$ cat src/rtl/eth_tx_mac_pkg.sv
package eth_tx_mac_pkg;

   typedef enum logic [2:0] {
      TX_IDLE,
      TX_PRE,
      TX_DATA,
      TX_PAD,
      TX_FCS,
      TX_JAM,
      TX_BACKOFF
   } tx_state_e;

   localparam logic [31:0] CRC_POLY_REFL = 32'hEDB8_8320;
   localparam logic [3:0]  NIB_PREAMBLE  = 4'h5;
   localparam logic [3:0]  NIB_SFD       = 4'hD;
   localparam logic [3:0]  NIB_JAM       = 4'h5;
   localparam int          FCS_NIBBLES   = 8;

   // advance a reflected CRC-32 by four data bits, least significant first
   function automatic logic [31:0] crc_step4(input logic [31:0] c, input logic [3:0] d);
      logic [31:0] r;
      r = c;
      for (int i = 0; i < 4; i++) begin
         if (r[0] ^ d[i]) r = (r >> 1) ^ CRC_POLY_REFL;
         else             r = r >> 1;
      end
      return r;
   endfunction

endpackage

$ cat src/rtl/eth_tx_crc.sv
module eth_tx_crc
   import eth_tx_mac_pkg::*;
(
   input  logic       clk,
   input  logic       rst_n,
   input  logic       init,
   input  logic       adv,
   input  logic       shift,
   input  logic [3:0] nib,
   output logic [3:0] fcs_nib
);

   logic [31:0] crc_q;

   always_ff @(posedge clk) begin
      if (!rst_n)     crc_q <= '1;
      else if (init)  crc_q <= '1;
      else if (adv)   crc_q <= crc_step4(crc_q, nib);
      else if (shift) crc_q <= {4'hF, crc_q[31:4]};
   end

   assign fcs_nib = ~crc_q[3:0];

endmodule

$ cat src/rtl/eth_tx_lfsr.sv
module eth_tx_lfsr #(
   parameter int          W     = 16,
   parameter int          OUT_W = 10,
   parameter logic [31:0] SEED  = 32'h0000_ACE1
) (
   input  logic             clk,
   input  logic             rst_n,
   output logic [OUT_W-1:0] q
);

   localparam logic [W-1:0] TAPS = (W == 16) ? W'(32'h0000_B400) : W'(32'h8020_0003);
   localparam logic [W-1:0] SEED_W = W'(SEED);

   generate
      if (!(W == 16 || W == 32)) begin : g_bad_width
         $error("eth_tx_lfsr: W must be 16 or 32");
      end
      if (OUT_W > W || OUT_W < 1) begin : g_bad_out
         $error("eth_tx_lfsr: OUT_W must lie in 1..W");
      end
      if (SEED_W == '0) begin : g_bad_seed
         $error("eth_tx_lfsr: seed must be nonzero");
      end
   endgenerate

   logic [W-1:0] st_q;

   always_ff @(posedge clk) begin
      if (!rst_n)     st_q <= SEED_W;
      else if (st_q[0]) st_q <= (st_q >> 1) ^ TAPS;
      else            st_q <= st_q >> 1;
   end

   generate
      if (OUT_W == W) begin : g_full
         assign q = st_q;
      end else begin : g_part
         logic unused_hi;
         assign unused_hi = ^st_q[W-1:OUT_W];
         assign q = st_q[OUT_W-1:0] ^ {OUT_W{unused_hi & 1'b0}};
      end
   endgenerate

endmodule

$ cat src/rtl/eth_tx_backoff.sv
module eth_tx_backoff #(
   parameter int SLOT_NIBBLES = 128,
   parameter int BO_LIMIT     = 10,
   parameter int ATT_W        = 5
) (
   input  logic                clk,
   input  logic                rst_n,
   input  logic                load,
   input  logic [ATT_W-1:0]    attempt,
   input  logic [BO_LIMIT-1:0] rnd,
   output logic                busy
);

   localparam int TICK_W = (SLOT_NIBBLES > 1) ? $clog2(SLOT_NIBBLES) : 1;
   localparam logic [TICK_W-1:0] TICK_LAST = TICK_W'(SLOT_NIBBLES - 1);

   generate
      if (SLOT_NIBBLES < 1) begin : g_bad_slot
         $error("eth_tx_backoff: SLOT_NIBBLES must be at least 1");
      end
   endgenerate

   logic [BO_LIMIT-1:0] mask;
   logic [BO_LIMIT-1:0] slots_q;
   logic [TICK_W-1:0]   tick_q;

   // mask keeps min(attempt, BO_LIMIT) low bits of the random draw
   always_comb begin
      for (int i = 0; i < BO_LIMIT; i++) mask[i] = (int'(attempt) > i);
   end

   always_ff @(posedge clk) begin
      if (!rst_n) begin
         slots_q <= '0;
         tick_q  <= '0;
      end else if (load) begin
         slots_q <= rnd & mask;
         tick_q  <= '0;
      end else if (slots_q != '0) begin
         if (tick_q == TICK_LAST) begin
            tick_q  <= '0;
            slots_q <= slots_q - 1'b1;
         end else begin
            tick_q <= tick_q + 1'b1;
         end
      end
   end

   assign busy = (slots_q != '0);

endmodule

$ cat src/rtl/eth_tx_mac.sv
module eth_tx_mac
   import eth_tx_mac_pkg::*;
#(
   parameter int          MIN_FRAME_BYTES = 60,
   parameter int          PRE_NIBBLES     = 16,
   parameter int          IFG_NIBBLES     = 24,
   parameter int          JAM_NIBBLES     = 8,
   parameter int          SLOT_NIBBLES    = 128,
   parameter int          BO_LIMIT        = 10,
   parameter int          MAX_ATTEMPTS    = 16,
   parameter int          LFSR_W          = 16,
   parameter logic [31:0] LFSR_SEED       = 32'h0000_ACE1
) (
   input  logic       clk,
   input  logic       rst_n,
   input  logic       full_duplex,
   input  logic       src_avail,
   input  logic [7:0] src_data,
   input  logic       src_last,
   input  logic       src_pad_en,
   input  logic       src_fcs_en,
   output logic       src_pop,
   output logic       src_rewind,
   output logic [3:0] mii_txd,
   output logic       mii_tx_en,
   input  logic       mii_crs,
   input  logic       mii_col,
   output logic       frame_done,
   output logic       frame_drop
);

   localparam int NCNT_A   = (PRE_NIBBLES > JAM_NIBBLES) ? PRE_NIBBLES : JAM_NIBBLES;
   localparam int NCNT_TOP = (NCNT_A > FCS_NIBBLES) ? NCNT_A : FCS_NIBBLES;
   localparam int NCNT_W   = $clog2(NCNT_TOP + 1);
   localparam int BCNT_W   = $clog2(MIN_FRAME_BYTES + 1);
   localparam int IFG_W    = $clog2(IFG_NIBBLES + 1);
   localparam int ATT_W    = $clog2(MAX_ATTEMPTS + 1);

   localparam logic [NCNT_W-1:0] PRE_LAST = NCNT_W'(PRE_NIBBLES - 1);
   localparam logic [NCNT_W-1:0] JAM_LAST = NCNT_W'(JAM_NIBBLES - 1);
   localparam logic [NCNT_W-1:0] FCS_LAST = NCNT_W'(FCS_NIBBLES - 1);
   localparam logic [BCNT_W-1:0] MIN_B    = BCNT_W'(MIN_FRAME_BYTES);
   localparam logic [IFG_W-1:0]  IFG_LOAD = IFG_W'(IFG_NIBBLES - 1);
   localparam logic [ATT_W-1:0]  ATT_MAX  = ATT_W'(MAX_ATTEMPTS);

   generate
      if (PRE_NIBBLES < 2) begin : g_bad_pre
         $error("eth_tx_mac: PRE_NIBBLES must be at least 2");
      end
      if (MIN_FRAME_BYTES < 1) begin : g_bad_min
         $error("eth_tx_mac: MIN_FRAME_BYTES must be at least 1");
      end
      if (IFG_NIBBLES < 1 || JAM_NIBBLES < 1) begin : g_bad_gap
         $error("eth_tx_mac: IFG_NIBBLES and JAM_NIBBLES must be at least 1");
      end
      if (MAX_ATTEMPTS < 1) begin : g_bad_att
         $error("eth_tx_mac: MAX_ATTEMPTS must be at least 1");
      end
      if (BO_LIMIT < 1 || LFSR_W < BO_LIMIT) begin : g_bad_bo
         $error("eth_tx_mac: BO_LIMIT must lie in 1..LFSR_W");
      end
   endgenerate

   tx_state_e         state_q, state_d;
   logic [NCNT_W-1:0] ncnt_q, ncnt_d;
   logic              half_q, half_d;
   logic [BCNT_W-1:0] bcnt_q, bcnt_d, bcnt_inc;
   logic [ATT_W-1:0]  att_q, att_d;
   logic              pad_q, pad_d;
   logic              fcs_q, fcs_d;
   logic [IFG_W-1:0]  ifg_q;
   logic              done_q, done_d;
   logic              drop_q, drop_d;

   logic              tx_active, col_hit, deferring, start;
   logic              crc_init, bo_load, bo_busy;
   logic [3:0]        fcs_nib;
   logic [BO_LIMIT-1:0] rnd;

   // ---------------------------------------------------------------
   // Medium access qualifiers
   // ---------------------------------------------------------------
   assign tx_active = (state_q == TX_PRE) || (state_q == TX_DATA) ||
                      (state_q == TX_PAD) || (state_q == TX_FCS);
   assign col_hit   = !full_duplex && mii_col && tx_active;
   assign deferring = !full_duplex && mii_crs;
   assign start     = (state_q == TX_IDLE) && src_avail && (ifg_q == '0) && !deferring;
   assign bcnt_inc  = (bcnt_q < MIN_B) ? bcnt_q + 1'b1 : MIN_B;

   // ---------------------------------------------------------------
   // Nibble output path
   // ---------------------------------------------------------------
   always_comb begin
      mii_txd = 4'h0;
      unique case (state_q)
         TX_PRE:  mii_txd = (ncnt_q == PRE_LAST) ? NIB_SFD : NIB_PREAMBLE;
         TX_DATA: mii_txd = half_q ? src_data[7:4] : src_data[3:0];
         TX_PAD:  mii_txd = 4'h0;
         TX_FCS:  mii_txd = fcs_nib;
         TX_JAM:  mii_txd = NIB_JAM;
         default: mii_txd = 4'h0;
      endcase
   end

   assign mii_tx_en  = tx_active || (state_q == TX_JAM);
   assign src_pop    = (state_q == TX_DATA) && half_q && !col_hit;
   assign src_rewind = col_hit;
   assign frame_done = done_q;
   assign frame_drop = drop_q;

   // ---------------------------------------------------------------
   // Sequencer
   // ---------------------------------------------------------------
   always_comb begin
      state_d  = state_q;
      ncnt_d   = ncnt_q;
      half_d   = half_q;
      bcnt_d   = bcnt_q;
      att_d    = att_q;
      pad_d    = pad_q;
      fcs_d    = fcs_q;
      done_d   = 1'b0;
      drop_d   = 1'b0;
      bo_load  = 1'b0;
      crc_init = 1'b0;
      unique case (state_q)
         TX_IDLE: begin
            if (start) begin
               state_d  = TX_PRE;
               ncnt_d   = '0;
               half_d   = 1'b0;
               bcnt_d   = '0;
               pad_d    = src_pad_en;
               fcs_d    = src_fcs_en;
               crc_init = 1'b1;
            end
         end
         TX_PRE: begin
            if (ncnt_q == PRE_LAST) begin
               state_d = TX_DATA;
               ncnt_d  = '0;
            end else begin
               ncnt_d = ncnt_q + 1'b1;
            end
         end
         TX_DATA: begin
            half_d = !half_q;
            if (half_q) begin
               bcnt_d = bcnt_inc;
               if (src_last) begin
                  if (pad_q && bcnt_inc < MIN_B) begin
                     state_d = TX_PAD;
                  end else if (fcs_q) begin
                     state_d = TX_FCS;
                     ncnt_d  = '0;
                  end else begin
                     state_d = TX_IDLE;
                     att_d   = '0;
                     done_d  = 1'b1;
                  end
               end
            end
         end
         TX_PAD: begin
            half_d = !half_q;
            if (half_q) begin
               bcnt_d = bcnt_inc;
               if (bcnt_inc >= MIN_B) begin
                  if (fcs_q) begin
                     state_d = TX_FCS;
                     ncnt_d  = '0;
                  end else begin
                     state_d = TX_IDLE;
                     att_d   = '0;
                     done_d  = 1'b1;
                  end
               end
            end
         end
         TX_FCS: begin
            if (ncnt_q == FCS_LAST) begin
               state_d = TX_IDLE;
               att_d   = '0;
               done_d  = 1'b1;
            end else begin
               ncnt_d = ncnt_q + 1'b1;
            end
         end
         TX_JAM: begin
            if (ncnt_q == JAM_LAST) begin
               if (att_q >= ATT_MAX) begin
                  state_d = TX_IDLE;
                  att_d   = '0;
                  drop_d  = 1'b1;
               end else begin
                  state_d = TX_BACKOFF;
                  bo_load = 1'b1;
               end
            end else begin
               ncnt_d = ncnt_q + 1'b1;
            end
         end
         TX_BACKOFF: begin
            if (!bo_busy) state_d = TX_IDLE;
         end
         default: state_d = TX_IDLE;
      endcase
      if (col_hit) begin
         state_d = TX_JAM;
         ncnt_d  = '0;
         att_d   = att_q + 1'b1;
         done_d  = 1'b0;
      end
   end

   always_ff @(posedge clk) begin
      if (!rst_n) begin
         state_q <= TX_IDLE;
         ncnt_q  <= '0;
         half_q  <= 1'b0;
         bcnt_q  <= '0;
         att_q   <= '0;
         pad_q   <= 1'b0;
         fcs_q   <= 1'b0;
         done_q  <= 1'b0;
         drop_q  <= 1'b0;
      end else begin
         state_q <= state_d;
         ncnt_q  <= ncnt_d;
         half_q  <= half_d;
         bcnt_q  <= bcnt_d;
         att_q   <= att_d;
         pad_q   <= pad_d;
         fcs_q   <= fcs_d;
         done_q  <= done_d;
         drop_q  <= drop_d;
      end
   end

   // inter-frame gap: held at its load value while transmitting
   always_ff @(posedge clk) begin
      if (!rst_n)          ifg_q <= '0;
      else if (mii_tx_en)  ifg_q <= IFG_LOAD;
      else if (ifg_q != '0) ifg_q <= ifg_q - 1'b1;
   end

   // ---------------------------------------------------------------
   // Sub-blocks
   // ---------------------------------------------------------------
   eth_tx_crc u_crc (
      .clk     (clk),
      .rst_n   (rst_n),
      .init    (crc_init),
      .adv     (((state_q == TX_DATA) || (state_q == TX_PAD)) && !col_hit),
      .shift   ((state_q == TX_FCS) && !col_hit),
      .nib     (mii_txd),
      .fcs_nib (fcs_nib)
   );

   eth_tx_lfsr #(
      .W     (LFSR_W),
      .OUT_W (BO_LIMIT),
      .SEED  (LFSR_SEED)
   ) u_lfsr (
      .clk   (clk),
      .rst_n (rst_n),
      .q     (rnd)
   );

   eth_tx_backoff #(
      .SLOT_NIBBLES (SLOT_NIBBLES),
      .BO_LIMIT     (BO_LIMIT),
      .ATT_W        (ATT_W)
   ) u_backoff (
      .clk     (clk),
      .rst_n   (rst_n),
      .load    (bo_load),
      .attempt (att_q),
      .rnd     (rnd),
      .busy    (bo_busy)
   );

endmodule

$ cat config.mk
export PLATFORM = sky130hd
export DESIGN_NAME = eth_tx_mac
export DESIGN_NICKNAME = d
export VERILOG_FILES = /design/src/rtl/eth_tx_mac_pkg.sv /design/src/rtl/eth_tx_crc.sv /design/src/rtl/eth_tx_lfsr.sv /design/src/rtl/eth_tx_backoff.sv /design/src/rtl/eth_tx_mac.sv
export SDC_FILE = /design/constraint.sdc
export NUM_CORES = 1
export LEC_CHECK = 0
export BUFFER_PORTS_ARGS = -buffer_cell sky130_fd_sc_hd__buf_2
export CAP_MARGIN = 10
export CELL_PAD_IN_SITES_DETAIL_PLACEMENT = 1
export CELL_PAD_IN_SITES_GLOBAL_PLACEMENT = 2
export CORE_MARGIN = 2
export CORE_UTILIZATION = 37
export DETAILED_ROUTE_END_ITERATION = 7
export GPL_TIMING_DRIVEN = 1
export PLACE_DENSITY = 0.88
export SYNTH_ARGS = -nofsm -noshare
export SYNTH_HDL_FRONTEND = slang
export SYNTH_SLANG_ARGS = --single-unit
$ cat constraint.sdc
create_clock -name clk -period 3.9 [get_ports clk]
set_clock_uncertainty 0.1 [all_clocks]
set_input_delay 0.78 -clock clk [delete_from_list [all_inputs] [get_ports clk]]
set_output_delay 0.78 -clock clk [all_outputs]
set_load 0.02 [all_outputs]
-- Word level (Yosys, flattened, before mapping)
Cells that the tools add are included.
- add/sub/neg operators: 6
- order comparisons: 14
- reductions and logical operators: 46
- mux-type cells: 80
- bitwise operators: 12
- eq/ne operators: 32
- operators with widths (kind ; count):
    32-bit 2-to-1 mux ; 15
    5-bit 2-to-1 mux ; 21
    13-bit NOT with 14-bit output ; 4
    3-bit 2-to-1 mux ; 13
    10-bit 2-to-1 mux ; 3
    9-bit AND reduction ; 3
    5-bit one-hot mux with 5 select lines ; 1
    3-bit inequality test, second input constant ; 8
    3-bit one-hot mux with 7 select lines ; 1
    5-bit by 3-bit > comparator with 1-bit output, second input constant ; 4
    5-bit one-hot mux with 4 select lines ; 1
    6-bit 2-to-1 mux ; 3
    2-bit inequality test, second input constant ; 9
    16-bit 2-to-1 mux ; 1
    4-bit one-hot mux with 4 select lines ; 1
    5-bit nonzero test ; 3
    1-bit 2-to-1 mux ; 14
    6-bit < comparator, second input constant ; 2
    6-bit one-hot mux with 2 select lines ; 1
    2-bit OR reduction ; 6
    1-bit logical AND ; 11
    5-bit by 1-bit adder with 5-bit output, second input constant ; 2
    10-bit bitwise AND ; 1
    5-bit by 1-bit > comparator with 1-bit output, second input constant ; 2
    other kinds (33) ; 60
- register bits after elaboration: 94
- logic and storage cells: 206

-- Depth between registers and ports, before layout
Gate-level depths: netlist of run 1.
- depth after elaboration: 23
- gate-level depth with buffers: 11

-- Modules after synthesis
Synthesis of run 1 repeated with hierarchy kept, for this count alone.
- cells, all modules: 616
- area total of the unflattened synthesis: 5283.8 sq um
- modules (own cells, without submodules) (module ; instances ; cells each ; area an instance (sq um)):
    eth_tx_mac ; 1 ; 253 ; 1994.4
    eth_tx_crc ; 1 ; 176 ; 1641.6
    eth_tx_backoff ; 1 ; 141 ; 1119.8
    eth_tx_lfsr ; 1 ; 46 ; 528.0

-- Least setup slack after synthesis of run 1
No wires, ideal clock.
- kind: register to output
- start: register state_q[1]
- end: output src_pop
- slack: 960 ps
- arrival time: 2060 ps
- cell stages (with the launch flop): 7
- path through: dfxtp_1 > buf_2 > buf_2 > o21ai_0 > nand3_1 > clkinv_1 > nor3_1
- word-level cells in the longest chain between the ends: 7
- elaborated cells between the ends (all ways): 11
- RTL lines (what ; RTL line ; text):
    start, declared ; eth_tx_mac.sv:64 ; tx_state_e state_q, state_d;
    start signal, assigned ; eth_tx_mac.sv:228 ; state_q <= state_d;
    3-bit by 1-bit equality test with 1-bit output / 3-bit by 2-bit equality test with 1-bit output (equally long branches) ; eth_tx_mac.sv:83 ; assign tx_active = (state_q == TX_PRE) || (state_q == TX_DATA) ||
    1-bit logical OR (2 in series) ; eth_tx_mac.sv:83 ;
    1-bit logical OR * ; eth_tx_mac.sv:84 ; (state_q == TX_PAD) || (state_q == TX_FCS);
    1-bit logical AND * ; eth_tx_mac.sv:85 ; assign col_hit = !full_duplex && mii_col && tx_active;
    named net src_rewind ; eth_tx_mac.sv:23 ; output logic src_rewind,
    1-bit zero test * ; eth_tx_mac.sv:106 ; assign src_pop = (state_q == TX_DATA) && half_q && !col_hit;
    1-bit logical AND * ; eth_tx_mac.sv:106 ;
    end, declared ; eth_tx_mac.sv:22 ; output logic src_pop,
The timed path passes the listed nets; every way through them passes the cells marked *.

-- Final worst setup path of run 1
- start: register state_q[2]
- end: output src_pop
- word-level cells in the longest chain between the ends: 7
- elaborated cells between the ends (all ways): 11
- RTL lines (what ; RTL line):
    3-bit by 1-bit equality test with 1-bit output / 3-bit by 2-bit equality test with 1-bit output (equally long branches) ; eth_tx_mac.sv:83, eth_tx_mac.sv:106
    1-bit logical OR (2 in series) ; eth_tx_mac.sv:83
    1-bit logical OR ; eth_tx_mac.sv:84
    1-bit logical AND ; eth_tx_mac.sv:85
    1-bit zero test ; eth_tx_mac.sv:106
    1-bit logical AND * ; eth_tx_mac.sv:106
Mark *: on every way between the ends. The rest lies on a longest branch, timed or not.

==> impl_results.md, run 1 <==
- Status: completed
- Post-synth EDFFs: 0
- CTS tree: yes
- Final WL: 12.74 mm
- CTS Buffer Depth: 2
- Sequential area share after synthesis: 0.3859
- Final hold vios: 0
- Htree depth: 3
- Routed Antenna Nets: 0
- Cts hold-fix bufs: 0
- Yosys top cell by area: dfxtp_1
- Final HPWL DP: 9.385 mm
- Max_cap viols: 0
- Root Buffer Master: clkbuf_16
- Clk pin slew, worst setup/hold paths: about 0.070 ns
- DR vias: 4186
- Fin Setup TNS: 0 ns
- Synth Instances: 583
- Critical Path AT: 2.41 ns
- Crit path largest cell delay: around 0.46 ns
- Count of pins over their slew limit: 0
- Synth area leaders: dfxtp_1 39%, nor2_1 5.2%, nand2_1 5.1%, xnor2_1 4.3%, a21oi_1 3.8%
- Hold Path Class: reg -> reg
- Peak supply drop: 0.0003158 V
- Vias/cell: between 5 and 6
- Number of antenna violations at the first check in global routing: 0
- Crit-path max FO: 14
- Syn-to-layout area delta: 11.78%
- CP max stage cell: dfxtp_1
- Final worst path period need: 3.288 ns
- GRT overflow: 0
- RSZ-0062 raised after global routing: false
- Top Ports: 26
- CTS Buf Count: 9
- DIE WIDTH: about 120 um
- WS Path Type: reg -> out
- Most frequent cells in the layout: 94 x dfxtp_1, 67 x nor2_1, 66 x nand2_1
- Leak: around 0.0021 uW
- Total global-route track usage: 0.1862
- Post-synth ARST share: 0
- RD Place Congestion: 0.8310
- Yosys cell types: 67
- First-pass GRT wire length: around 21 mm
- Cts repair resizes: 0
- Worst-Margin Slew: approximately 1.1 ns
- Setup Buffers After CTS: 0
- Starting Density: 0.3833
- Critical Path Sink Type: output port
- Synth warn: 0
- Initial DRC count: roughly 150
- Worst skew pair latency: 0.35 ns
- Final net count: roughly 630
- Largest net degree at the start of global routing: 29
- PwrDens: a little over 700 nW/um^2
- Chip height: 118.8 um
- Critical Path Start Type: flip-flop
- Pwr Total: roughly 3900 uW
- Clock sinks: 94
- Crit path required time: approximately 3 ns
- Drt first pass iters: 4
- Core area: approximately 13000 um^2
- Final core occ: 0.4284
- Dominant synthesized flop cell: dfxtp_1
- Max Fclk: 304.1 MHz
- Share of post-route cells with drive strength above 1: 0.1126
- Period utilization: 0.8432
- DRC: 0
- Row Count: between 40 and 50
- FF+latch count, synth: 94
- Setup violators final: 0
- DP Area: between 5000 and 6000 um^2
- Commonest non-fill, non-tap cell in the layout: dfxtp_1
- Worst-path cell chain: buf_4 -> or3_1 -> nand3_1 -> clkinv_1 -> nor3_1 -> buf_2
- WL per Instance: ~16 um
- Rel. slew slack: 0.2828
- Post-synth top area share: 0.3859
- Syn Area/Cell: about 8.4 um^2
- Die area: around 14000 um^2
- Syn nets: slightly above 600
- Post-synth design cell area: around 4900 um^2
- Number of port buffers: 25
- Vias in the first global route: roughly 4.4k
- Antenna Cells: 0
- Post-route cell area: around 5500 um^2
area by class of cell:
| cell class | count | area (um^2) |
|---|---|---|
| clock inverter | 4 | 30.03 |
| multi-input combinational | 444 | 2814 |
| sequential | 94 | 1882 |
| inverter | 16 | 60.06 |
| fill | 1581 | 7272 |
| timing repair buffer | 34 | 192.7 |
| clock buffer | 12 | 256.5 |
| tap | 172 | 215.2 |
critical path, delay by kind of cell, from the launching register on:
kind / cells / cell delay [ns]
simple gates: 3 / 0.95
flops: 1 / 0.46
buf+inv: 3 / 0.65
state kept, by name (all words and copies together), names as in the netlist:
register           flops
u_crc.crc_q           32
u_lfsr.st_q           16
u_backoff.slots_q     10
u_backoff.tick_q       7
bcnt_q                 6
att_q                  5
ifg_q                  5
ncnt_q                 5
state_q                3
fcs_q                  1
frame_done             1
frame_drop             1
half_q                 1
pad_q                  1
final timing paths:
path,startpoint,endpoint,slack (ns),cells after the start
setup / recovery,state_q[2]$_SDFFE_PN0P_,src_pop,0.61,6
hold / removal,u_lfsr.st_q[12]$_SDFF_PN0_,u_lfsr.st_q[11]$_SDFF_PN1_,0.32,1
setup reg to reg,state_q[2]$_SDFFE_PN0P_,u_crc.crc_q[19]$_SDFFE_PP1P_,0.67,7
hold reg to reg,u_lfsr.st_q[12]$_SDFF_PN0_,u_lfsr.st_q[11]$_SDFF_PN1_,0.32,1
cells in the mapped netlist (3+ instances only):
cell type	instances
nor3_1	18
o211ai_1	13
nor4_1	9
inv_1	15
ha_1	11
nand3_1	16
and3_1	8
nand2b_1	14
o221a_1	3
nor2_1	67
buf_2	6
a21oi_1	37
a31oi_1	7
nand2_1	66
xnor2_1	24
nand4_1	12
nand3b_1	6
o21ai_0	18
or3_1	10
xor2_1	18
a211oi_1	3
dfxtp_1	94
and2_1	12
nor2b_1	9
o22ai_1	8
mux2i_1	7
clkbuf_1	20
layer usage:
layer  global-route usage  share of wire  wire length (um)
met5                    0              0                 0
met4              0.05357          0.010               129
met3              0.03909          0.023               288
met2               0.3351           0.50              6398
met1               0.2216           0.46              5919
cell families (layout without fill, tap and decap cells):
logic type	count (synthesis)	in the layout	synth area share
simple gates	256	256	0.2563
compound gates	119	119	0.1732
flops	94	94	0.3859
xor+xnor	45	45	0.08776
buf+inv	45	66	0.03772
mux	13	13	0.03079
fa+ha+maj	11	11	0.02823
report_power, final:
group	switching (uW)	total (uW)	internal (uW)
clock network	386	856	470
registers	187	1300	1110
logic	1060	1750	688
per-stage QoR:
| stage | hold slack (ns) | std cells | setup WS, ns |
|---|---|---|---|
| final | 0.3179 | 776 | 0.6116 |
| after CTS | 0.3182 | 776 | 0.5556 |
| after detailed placement | 0.3020 | 760 | 0.7074 |
| after global routing | 0.3243 | 776 | 0.3670 |
| after floorplan | 0.2863 | 583 | 0.9604 |
| after global placement | 0.2912 | 760 | 0.7786 |
No activity file was read; power rests on OpenSTA's default activity.
==> run 2, diff against run 1 <==
--- a/config.mk
+++ b/config.mk
@@ -10,10 +10,10 @@
 export CELL_PAD_IN_SITES_DETAIL_PLACEMENT = 1
 export CELL_PAD_IN_SITES_GLOBAL_PLACEMENT = 2
 export CORE_MARGIN = 2
-export CORE_UTILIZATION = 37
+export CORE_UTILIZATION = 34
 export DETAILED_ROUTE_END_ITERATION = 7
 export GPL_TIMING_DRIVEN = 1
-export PLACE_DENSITY = 0.88
+export PLACE_DENSITY = 0.85
 export SYNTH_ARGS = -nofsm -noshare
 export SYNTH_HDL_FRONTEND = slang
 export SYNTH_SLANG_ARGS = --single-unit
==> constraint.sdc (replaced) <==
create_clock -name clk -period 2.7 [get_ports clk]
set_clock_uncertainty 0.1 [all_clocks]
set_input_delay 0.54 -clock clk [delete_from_list [all_inputs] [get_ports clk]]
set_output_delay 0.54 -clock clk [all_outputs]
set_load 0.02 [all_outputs]
==> run 2 against run 1 <==
  * Global-route usage shrank 0.27 points
  * Non-clock buffer count grew 34
  * Largest cell class unchanged
  * Hold slack worse by 0.0052 ns
  * First-iteration DRC count increased by 3.3%
  * Power is 63% higher
  * Cell count is 5.4% higher
  * Critical path depth up 5
  * Critical endpoint is now u_crc.crc_q[19]$_SDFFE_PP1P_
  * Wire length up 4.0%
==> impl_results.md, run 2 (synthesis results as in run 1) <==
- Total global-route track usage: 0.1835
- Root Buffer Master: clkbuf_16
- DRC: 0
- Worst-Margin Slew: approximately 0.76 ns
- Peak supply drop: ~0.00042 V
- Hold Path Class: reg -> reg
- Count of pins over their slew limit: 0
- Die area: ~15000 um^2
- First-pass GRT wire length: around 22 mm
- RD Place Congestion: between 0.8 and 0.9
- Row Count: 43
- Final WL: roughly 13 mm
- Number of antenna violations at the first check in global routing: 0
- Min-delay src: u_lfsr.st_q[12]$_SDFF_PN0_
- Crit path required time: ~2.8 ns
- Final HPWL DP: 9.554 mm
- Critical R2R Launch: ncnt_q[0]$_SDFFE_PP0P_
- Commonest non-fill, non-tap cell in the layout: dfxtp_1
- Leak: between 0.002 and 0.0025 uW
- Core area: 13930 um^2
- Largest Register: u_crc.crc_q
- Critical Path Sink Type: flip-flop
- Clk pin slew, worst setup/hold paths: roughly 0.060 ns
- CTS tree: yes
- PwrDens: roughly 1100 nW/um^2
- Critical Path Start Type: flip-flop
- Chip height: approximately 120 um
- Critical Path AT: 2.80 ns
- Clock sinks: 94
- DIE WIDTH: between 100 and 150 um
- Antenna Cells: 0
- Initial DRC count: ~160
- DP Area: approximately 5400 um^2
- DR vias: 4278
- Placed insts: approximately 800
- Final hold vios: 0
- Max_cap viols: 0
- Period utilization: 0.9838
- Flop pwr share: 0.286
- Comb pwr share: 0.507
- Share of post-route cells with drive strength above 1: 0.1834
- Max Fclk: around 380 MHz
- Status: completed
- GRT overflow: 0
- CTS Buf Count: 9
- WL per Instance: approximately 16 um
- Htree depth: 3
- Clk pwr share: 0.207
- CTS Buffer Depth: 2
- Starting Density: 0.3499
- Worst setup startpoint: ncnt_q[0]$_SDFFE_PP0P_
- Drt first pass iters: 4
- Final Non-Filler Cells: between 800 and 900
- Top Ports: 26
- Setup violators final: 0
- Final worst path period need: around 2.7 ns
- Regs by FF count: u_crc.crc_q (32), u_lfsr.st_q (16), u_backoff.slots_q (10)
- Cts hold-fix bufs: 0
- Rel. slew slack: 0.4898
- Filler cells: roughly 1.7k
- Post-route cell area: between 5000 and 6000 um^2
- Flip-flop count of the largest register after layout: 32
- Sw Share: 0.4071
- Most frequent cells in the layout: 91 x dfxtp_1, 66 x nor2_1, 66 x nand2_1
- Vias in the first global route: between 4k and 5k
- WHS: ~0.31 ns
- Crit-path max FO: 4
- Worst skew pair latency: ~0.35 ns
- Final net count: between 600 and 700
- Number of port buffers: 25
- Pwr Total: roughly 6300 uW
- Routed Antenna Nets: 0
- P_int: 3757 uW
- Syn-to-layout area delta: 19.45%
- Largest net degree at the start of global routing: 29
- WS Path Type: reg -> reg
- Switch Pwr: approximately 2600 uW
- Vias/cell: approximately 5.2
-- run 2: cell count changes in the layout (fill, tap and decap cells not counted), sizes merged --
cell and delta:
clkbuf -2, clkinv +1, clkinvlp -1, buf +34
inv +1, bufinv +1
-- run 2: metal layers --
layer	global-route usage	routed length, um	vias to the layer above
met1	0.2291	6053	2067
met4	0.04972	195	0
met3	0.03342	304	15
met2	0.3235	6690	46
li1	-	-	2150
met5	0	0	-
-- run 2: path summary, 6_finish.rpt --
path | to | slack, ns | cells after the start
min reg2reg | u_lfsr.st_q[11]$_SDFF_PN1_ | 0.31 | 1
max reg2reg | u_crc.crc_q[19]$_SDFFE_PP1P_ | 0.04 | 11
max | u_crc.crc_q[19]$_SDFFE_PP1P_ | 0.04 | 11
min | u_lfsr.st_q[11]$_SDFF_PN1_ | 0.31 | 1
-- run 2: through the flow --
stage | setup TNS, ns | utilization | setup WS [ns]
finish | 0 | 0.4180 | 0.04386
global route | -0.1072 | 0.4180 | -0.09717
CTS | 0 | 0.4135 | 0.01270
detailed placement | -0.4119 | 0.3896 | -0.07828
global placement | -0.0002980 | 0.3896 | -0.0002980
floorplan | 0 | - | 0.0004012
-- run 2: critical path: stages, from the launching register on --
cell       delay (ns)
dfxtp_2          0.32
ha_2             0.19
nand3_2          0.08
inv_1            0.04
ha_2             0.16
and3b_1          0.16
a31oi_2          0.18
mux2i_2          0.33
buf_4            0.22
xnor2_2          0.08
a2111oi_0        0.45
and3b_1          0.23
-- run 2: repair_timing --
action                                  in CTS  in global routing
pin swaps                                    0                  2
endpoints found under the setup margin       9                 13
gates resized for setup                      4                 11
buffers inserted                             1                  2
endpoints found under the hold margin        0                  0
-- run 2: power by group through the flow --
stage	Sequential, uW	Clock [uW]	Combinational, uW
3_3_place_gp	1820	0	2920
6_report	1810	1310	3210
4_1_cts	1810	1350	3140
5_1_grt	1840	1400	3520
3_5_place_dp	1830	0	3040
2_1_floorplan	1770	0	2040
-- run 2: final cells by class --
class	count	area [um^2]	area share
multi-input combinational	444	2884	0.4952
timing repair buffer	68	464.2	0.07970
inverter	16	60.06	0.01031
clock inverter	6	66.31	0.01139
clock buffer	10	239.0	0.04103
sequential	94	1886	0.3237
tap	180	225.2	0.03867
